## config.mk

```make
export PLATFORM = sky130hd
export DESIGN_NAME = pc_cmd_guard
export DESIGN_NICKNAME = d
export VERILOG_FILES = /design/src/rtl/pc_cmd_guard.sv
export SDC_FILE = /design/constraint.sdc
export NUM_CORES = 1
export LEC_CHECK = 0
export BUFFER_PORTS_ARGS = -buffer_cell sky130_fd_sc_hd__buf_2
export CAP_MARGIN = 10
export CORE_MARGIN = 4
export CORE_UTILIZATION = 54
export DETAILED_ROUTE_END_ITERATION = 7
export PLACE_DENSITY_LB_ADDON = 0.05
export SLEW_MARGIN = 20
export SYNTH_ARGS = -nofsm -noshare
export SYNTH_HDL_FRONTEND = slang
export SYNTH_SLANG_ARGS = --single-unit
```

## constraint.sdc

```tcl
create_clock -name clk -period 3.4 [get_ports clk]
set_clock_uncertainty 0.1 [all_clocks]
set_input_delay 0.34 -clock clk [delete_from_list [all_inputs] [get_ports clk]]
set_output_delay 0.34 -clock clk [all_outputs]
set_load 0.01 [all_outputs]
```

## src/rtl/pc_cmd_guard.sv

```systemverilog
module pc_cmd_guard #(
  parameter int T_RRD = 4,
  parameter int T_RCD = 6,
  parameter int T_RP = 6,
  parameter int T_XP = 8,
  parameter int NB = 8,
  parameter int BEATS_PER_CLK = 2,
  parameter int MRW = 8,
  localparam int BW = (NB > 1) ? $clog2(NB) : 1
) (
  input  logic           clk,
  input  logic           rst_n,
  input  logic           row_valid,
  input  logic [2:0]     row_op,
  input  logic           row_pc,
  input  logic [BW-1:0]  row_bank,
  input  logic [MRW-1:0] row_arg,
  output logic           row_grant,
  input  logic           col_valid,
  input  logic           col_wr,
  input  logic           col_pc,
  input  logic [BW-1:0]  col_bank,
  output logic           col_grant,
  output logic [1:0]     lane_busy,
  output logic [1:0]     pwr_state,
  output logic [MRW-1:0] mode_reg
);
  localparam int BURST_CYC = 8 / BEATS_PER_CLK;
  localparam int M1 = (T_RRD > T_RCD) ? T_RRD : T_RCD;
  localparam int M2 = (T_RP > T_XP) ? T_RP : T_XP;
  localparam int M3 = (M1 > M2) ? M1 : M2;
  localparam int TMAX = (M3 > BURST_CYC) ? M3 : BURST_CYC;
  localparam int CW = $clog2(TMAX + 1);

  localparam logic [2:0] OP_ACT = 3'd0, OP_PRE = 3'd1, OP_PDE = 3'd2, OP_PDX = 3'd3,
                         OP_SRE = 3'd4, OP_SRX = 3'd5, OP_MRS = 3'd6;
  localparam logic [1:0] PW_ON = 2'd0, PW_PD = 2'd1, PW_SR = 2'd2;

  logic [CW-1:0] rrd_c [2];
  logic [CW-1:0] rcd_c [2];
  logic [CW-1:0] rp_c  [2];
  logic [CW-1:0] bst_c [2];
  logic [CW-1:0] xp_c;
  logic [NB-1:0] open_q [2];
  logic [1:0]    pwr_q;
  logic [MRW-1:0] mr_q;
  logic          row_ok;

  wire ready = (pwr_q == PW_ON) && (xp_c == '0);
  wire any_open = (|open_q[0]) || (|open_q[1]);
  wire pc_quiet0 = (rrd_c[0] == '0) && (rcd_c[0] == '0) && (rp_c[0] == '0) && (bst_c[0] == '0);
  wire pc_quiet1 = (rrd_c[1] == '0) && (rcd_c[1] == '0) && (rp_c[1] == '0) && (bst_c[1] == '0);
  wire both_quiet = pc_quiet0 && pc_quiet1;
  wire row_open = open_q[row_pc][row_bank];
  wire col_open = open_q[col_pc][col_bank];

  always_comb begin
    row_ok = 1'b0;
    case (row_op)
      OP_ACT: row_ok = ready && !row_open && rrd_c[row_pc] == '0 && rp_c[row_pc] == '0;
      OP_PRE: row_ok = ready && row_open;
      OP_PDE: row_ok = ready && both_quiet;
      OP_SRE: row_ok = ready && both_quiet && !any_open;
      OP_PDX: row_ok = (pwr_q == PW_PD);
      OP_SRX: row_ok = (pwr_q == PW_SR);
      OP_MRS: row_ok = ready && !any_open && rp_c[0] == '0 && rp_c[1] == '0;
      default: row_ok = 1'b0;
    endcase
  end

  assign row_grant = row_valid && row_ok;
  assign col_grant = col_valid && ready && col_open && rcd_c[col_pc] == '0 && bst_c[col_pc] == '0;
  assign lane_busy = {bst_c[1] != '0, bst_c[0] != '0};
  assign pwr_state = pwr_q;
  assign mode_reg = mr_q;

  wire g_act = row_grant && row_op == OP_ACT;
  wire g_pre = row_grant && row_op == OP_PRE;
  wire g_exit = row_grant && (row_op == OP_PDX || row_op == OP_SRX);

  always_ff @(posedge clk) begin
    if (!rst_n) begin
      for (int p = 0; p < 2; p++) begin
        rrd_c[p] <= '0;
        rcd_c[p] <= '0;
        rp_c[p] <= '0;
        bst_c[p] <= '0;
        open_q[p] <= '0;
      end
      xp_c <= '0;
      pwr_q <= PW_ON;
      mr_q <= '0;
    end else begin
      for (int p = 0; p < 2; p++) begin
        if (g_act && row_pc == p[0]) begin
          rrd_c[p] <= CW'(T_RRD - 1);
          rcd_c[p] <= CW'(T_RCD - 1);
          open_q[p] <= open_q[p] | (NB'(1) << row_bank);
        end else begin
          if (rrd_c[p] != '0) rrd_c[p] <= rrd_c[p] - 1'b1;
          if (rcd_c[p] != '0) rcd_c[p] <= rcd_c[p] - 1'b1;
        end
        if (g_pre && row_pc == p[0]) begin
          rp_c[p] <= CW'(T_RP - 1);
          open_q[p] <= open_q[p] & ~(NB'(1) << row_bank);
        end else if (rp_c[p] != '0) begin
          rp_c[p] <= rp_c[p] - 1'b1;
        end
        if (col_grant && col_pc == p[0]) bst_c[p] <= CW'(BURST_CYC - 1);
        else if (bst_c[p] != '0) bst_c[p] <= bst_c[p] - 1'b1;
      end
      if (g_exit) xp_c <= CW'(T_XP - 1);
      else if (xp_c != '0) xp_c <= xp_c - 1'b1;
      if (row_grant) begin
        case (row_op)
          OP_PDE: pwr_q <= PW_PD;
          OP_SRE: pwr_q <= PW_SR;
          OP_PDX, OP_SRX: pwr_q <= PW_ON;
          OP_MRS: mr_q <= row_arg;
          default: ;
        endcase
      end
    end
  end


  lowpower_no_col_chk: assert property (@(posedge clk) disable iff (!rst_n)
    (pwr_state != PW_ON) |-> !col_grant);


  exit_quiet_chk: assert property (@(posedge clk) disable iff (!rst_n)
    (T_XP > 1 && $past(pwr_state) != PW_ON && pwr_state == PW_ON) |-> (!row_grant && !col_grant));


  lane_hold_chk: assert property (@(posedge clk) disable iff (!rst_n)
    (BURST_CYC > 1 && col_grant) |=> lane_busy[$past(col_pc)]);


  sre_closed_chk: assert property (@(posedge clk) disable iff (!rst_n)
    (row_grant && row_op == OP_SRE) |=> (pwr_state == PW_SR && !any_open));


  nop_ignored_chk: assert property (@(posedge clk) disable iff (!rst_n)
    (row_valid && row_op == 3'd7) |-> !row_grant);


  pre_closes_chk: assert property (@(posedge clk) disable iff (!rst_n)
    (row_grant && row_op == OP_PRE) |=> !open_q[$past(row_pc)][$past(row_bank)]);


  mrs_load_chk: assert property (@(posedge clk) disable iff (!rst_n)
    (row_grant && row_op == OP_MRS) |=> mode_reg == $past(row_arg));

  wire unused_wr = col_wr;
endmodule

```

# == Word level (Yosys, flattened, before mapping) ==
# Memories as Yosys holds them, arrays and structs flattened.
# Index checks and enable logic that the tools add are counted.
# Widths: inputs -> output; s select.
# op_classes
n_addsub,9
mul,0
n_div,0
magnitude_cmp,2
n_eq_ne,8
n_shift,1
mux,79
n_bitwise,28
n_reduce_logical,67
# op_table
op,n
$mux 4,16
$mux 1,53
$logic_not 4->1,13
$reduce_bool 4->1,9
$sub 4x1->4 const B,9
$mux 8,4
$logic_and 1x1->1,31
$or 1x1->1,20
$and 8x8->8,2
$or 8x8->8,2
$reduce_or 8->1,2
$eq 3x3->1 const B,3
$lt 3x4->1 const B,2
$not 8->8,1
$shl 1x3->8 const A,1
$pmux 1 s7,1
$bmux 1 s3,2
$eq 3x2->1 const B,2
$mux 3,2
$pmux 2 s3,1
$reduce_and 2->1,2
$reduce_or 2->1,2
$eq 3x1->1 const B,1
$logic_not 3->1,1
other kinds (8),12
# word_totals
reg_bits,14
latch_bits,0
mem_bits_rw,48
mem_bits_ro,0
memories,5
# mem_list
memory,words,word_bits,rd,rd_ports_with_merged_regs,write_ports,line,text
open_q,2,8,4,0,2,44,logic [NB-1:0] open_q [2];
bst_c,2,4,3,0,2,42,logic [CW-1:0] bst_c [2];
rcd_c,2,4,3,0,2,40,logic [CW-1:0] rcd_c [2];
rp_c,2,4,3,0,2,41,logic [CW-1:0] rp_c [2];
rrd_c,2,4,3,0,2,39,logic [CW-1:0] rrd_c [2];

# == Longest topological paths before layout ==
# An unclocked memory read counts as a cell.
# depth
depth_word,17
depth_mapped,10
depth_no_buf,8

# == Worst setup path before layout ==
# No wires, ideal clock.
# synth_timing
path_type,reg-to-reg
startpoint,memory rp_c[0][0] (netlist bit)
endpoint,"memory open_q[0][0], enable pin"
arrival_ns,2.810
required_time_ns,2.916
setup_slack_ns,0.106
path_stages_with_launch,10
path_buffers,1
synth_period_minus_slack_ns,3.294
path_cell_list,edfxtp_1 > inv_1 > ha_1 > or3b_4 > or3_4 > nor4_1 > or3_1 > buf_6 > nor2_1 > o21ai_0
# synth_lines
element,line
start: declaration,41
end: declaration,44

==> impl_results.md <==
* Cts hold-fix bufs at 0
* Area delta synth->final at 13.44%
* Largest register FFs at 16
* Kind of critical path: reg2out
* Crit path max-delay family: simple AND/OR/NAND/NOR gates
* # setup viols final at 0
* CTS max path bufs at 2
* Die width at slightly above 90 µm
* Max-slew headroom at 37.38%
* Initial drt markers at 183
* Unrepaired setup endpoints after global routing: no
* Synth cell types at 51
* CTS Buf Count at 9
* Final setup TNS at 0 ns
* Element type at the critical path start: register
* Routed Antenna Nets at 0
* Pwr dens at 700.7 nW/µm²
* Tightest Pin Transition at around 0.93 ns
* Async set or reset register ratio after synthesis at 0%
* Fillers at 605
* Most frequent cells in the layout: edfxtp_1 (48), nor2_1 (46), buf_2 (36)
* Initial antenna violation count at 0
* Post-CTS setup buffers at 0
* Max Freq at between 300 and 400 MHz
* Root buffer cell: clkbuf_8
* Clock sink total at between 60 and 70
* GRT Total Usage at between 20% and 30%
* Type of the worst min-delay path: in2reg
* Cell Chain, Critical Path: inv_1 > ha_1 > or3b_4 > or3_4 > nor4_2 > or3_4 > a21oi_1 > nor2b_1 > buf_2
* Largest Register: open_q
* # diodes at 0
* First-pass GRT wire length at 14420 µm
* GR Overflow Total at 0
* Crit Path Max Fanout at 6
* Pleak at roughly 1.8 nW
* Max-cap violation count at 0
* Most used cell, CP: or3_4
* Largest net degree at the start of global routing at between 40 and 50
* Outcome: finished, final reports clean
* 1st-pass router iterations at 5
* Die area at 8630 µm²
* Synth top area share at 37.03%
* Syn_area_per_cell at approximately 10 µm²
* Clk_lat worst skew at 0.34 ns
* Share of cells above drive strength 1 at between 10% and 20%
* Cell Area, Synth at between 3000 and 4000 µm²
* Worst path arrival time at about 2.8 ns
* Synth area leader: edfxtp_1
* Routed len/inst at between 15 and 20 µm
* PnR worst setup slack at 0.1193 ns
* Vias in the first global route at about 3000
* Fin crit share at a little over nine tenths
* Required time worst endpoint at about 3.0 ns
* Final hold vios at 0
* Row Count at 30
* Max Slew Vio Count at 0
* Post-synth EDFFs at between 40 and 50
* Most used flip-flop cell after synthesis: edfxtp_1
* Htree depth at 3
* CTS tree: built
* Worst slack, placed at 0.1481 ns
* Peak supply drop at approximately 0.36 mV
* Placeable Area at around 7000 µm²
* Commonest non-fill, non-tap cell in the layout: edfxtp_1
* Tmin final at between 3 and 4 ns
* Drt via density at between 5 and 6
* Critical path's largest stage delay at approximately 0.42 ns
* Design area at ~4400 µm²
* Effective utilization at floorplan at a little under three fifths
* Placed cell area at around 4200 µm²
* Post-Syn Nets at ~430
* Synth Warn # at 0
* Post-Syn Instances at about 390
* Register bit total from synthesis at 62
* Post-synthesis sequential area ratio at ~44%
* Largest cells by area after synthesis: edfxtp_1 (37%), dfxtp_1 (7.2%), ha_1 (5.8%), mux4_2 (5.2%), nor2_1 (4.4%)
* Worst Setup End Kind: output pin
* I/O pin cnt at 38
* Total power at roughly 3.1 mW
* Via count at 3015
* Detail Placement HPWL at between 6000 and 7000 µm
* CP max-delay cell: edfxtp_1
* Drc violations at 0
* GPL Wtd Cong at 0.7973
* Routed WL at 8367 µm
* PortBufs at 36
* Reg clk slew, reported paths at about 0.070 ns
* Chip height at between 90 and 100 µm
* Crit path buffers/inverters at 2
* Post-layout net count at between 400 and 500
final cells by class:
class                           instances  area, µm²  area share (%)
Timing Repair Buffer                   45      247.7           5.611
Sequential cell                        62       1722           38.99
Multi-Input combinational cell        285       2046           46.33
Clock inverter                          3      16.27          0.3684
Inverter                               25      93.84           2.125
Tap cell                               96      120.1           2.720
Clock buffer                           13      170.2           3.854
where the power goes:
| part | total, mW | internal [mW] | switching [mW] | leakage (nW) |
|---|---|---|---|---|
| logic | 1.20 | 0.535 | 0.666 | 1.02 |
| registers | 1.27 | 1.11 | 0.165 | 0.637 |
| clock network | 0.622 | 0.328 | 0.295 | 0.0989 |
Yosys cell counts, drive strengths merged, types with 4 or more instances:
| cell type | count |
|---|---|
| nor4 | 8 |
| inv | 24 |
| o31ai | 4 |
| mux4 | 9 |
| a21oi | 21 |
| mux2i | 12 |
| nand3 | 14 |
| a211oi | 18 |
| nor2b | 5 |
| or3b | 4 |
| dfxtp | 14 |
| nand2b | 6 |
| edfxtp | 48 |
| o21ai | 8 |
| and3 | 5 |
| xor2 | 4 |
| ha | 18 |
| nor3 | 19 |
| xnor2 | 11 |
| nand4 | 4 |
| nor3b | 6 |
| nor2 | 46 |
| and2 | 4 |
| or3 | 7 |
| clkbuf | 11 |
| nand2 | 32 |
path summary, 6_finish.rpt:
check | start | endpoint | slack [ns] | depth (start not counted)
setup reg to reg | rp_c[0][0] | open_q[0][2] | 0.28 | 9
hold / removal | row_arg[4] | mode_reg[4] | 0.14 | 3
hold reg to reg | mode_reg[7] | mode_reg[7] | 0.36 | 2
setup / recovery | rp_c[0][0] | row_grant | 0.12 | 9
metal layers:
layer | part of all wire [%] | track usage (%) | vias up
met1 | 45 | 27.78 | 1428
li1 | - | - | 1516
met3 | 3.8 | 3.656 | 11
met2 | 49 | 33.53 | 60
met5 | 0 | 0 | -
met4 | 1.9 | 8.791 | 0
through the flow:
step           hold WS, ns  cells  utilization (%)
2_1_floorplan       0.3788    386                -
3_3_place_gp        0.3419    513            60.78
3_5_place_dp        0.3529    513            60.78
4_1_cts             0.1272    529            63.66
5_1_grt             0.1286    529            63.93
6_report            0.1391    529            63.93
kinds of logic (layout without fill, tap and decap cells):
group | Yosys count | after routing | share of synthesized area [%]
multiplexers | 23 | 23 | 8.872
AO/OA/AOI/OAI | 63 | 63 | 11.19
buffers and inverters | 39 | 86 | 4.018
flip-flops | 62 | 62 | 44.23
AND/OR/NAND/NOR | 166 | 166 | 22.53
XOR/XNOR | 15 | 15 | 3.375
adder cells (fa/ha/maj) | 18 | 18 | 5.786
what timing repair did:
item                       CTS  global route
gates resized for setup      2             3
gates cloned                 0             0
setup endpoints to repair    1             7
pin swaps                    0             0
worst register-to-register path, cell delays in order, from the launching register on:
cell and delay (ns):
edfxtp_1 0.42, inv_1 0.10, ha_1 0.16, or3b_4 0.42, or3_4 0.42, nor4_2 0.41
or3_4 0.24, buf_4 0.15, o2111ai_4 0.20, a211oi_1 0.31
(Power assumes the default switching activity.)
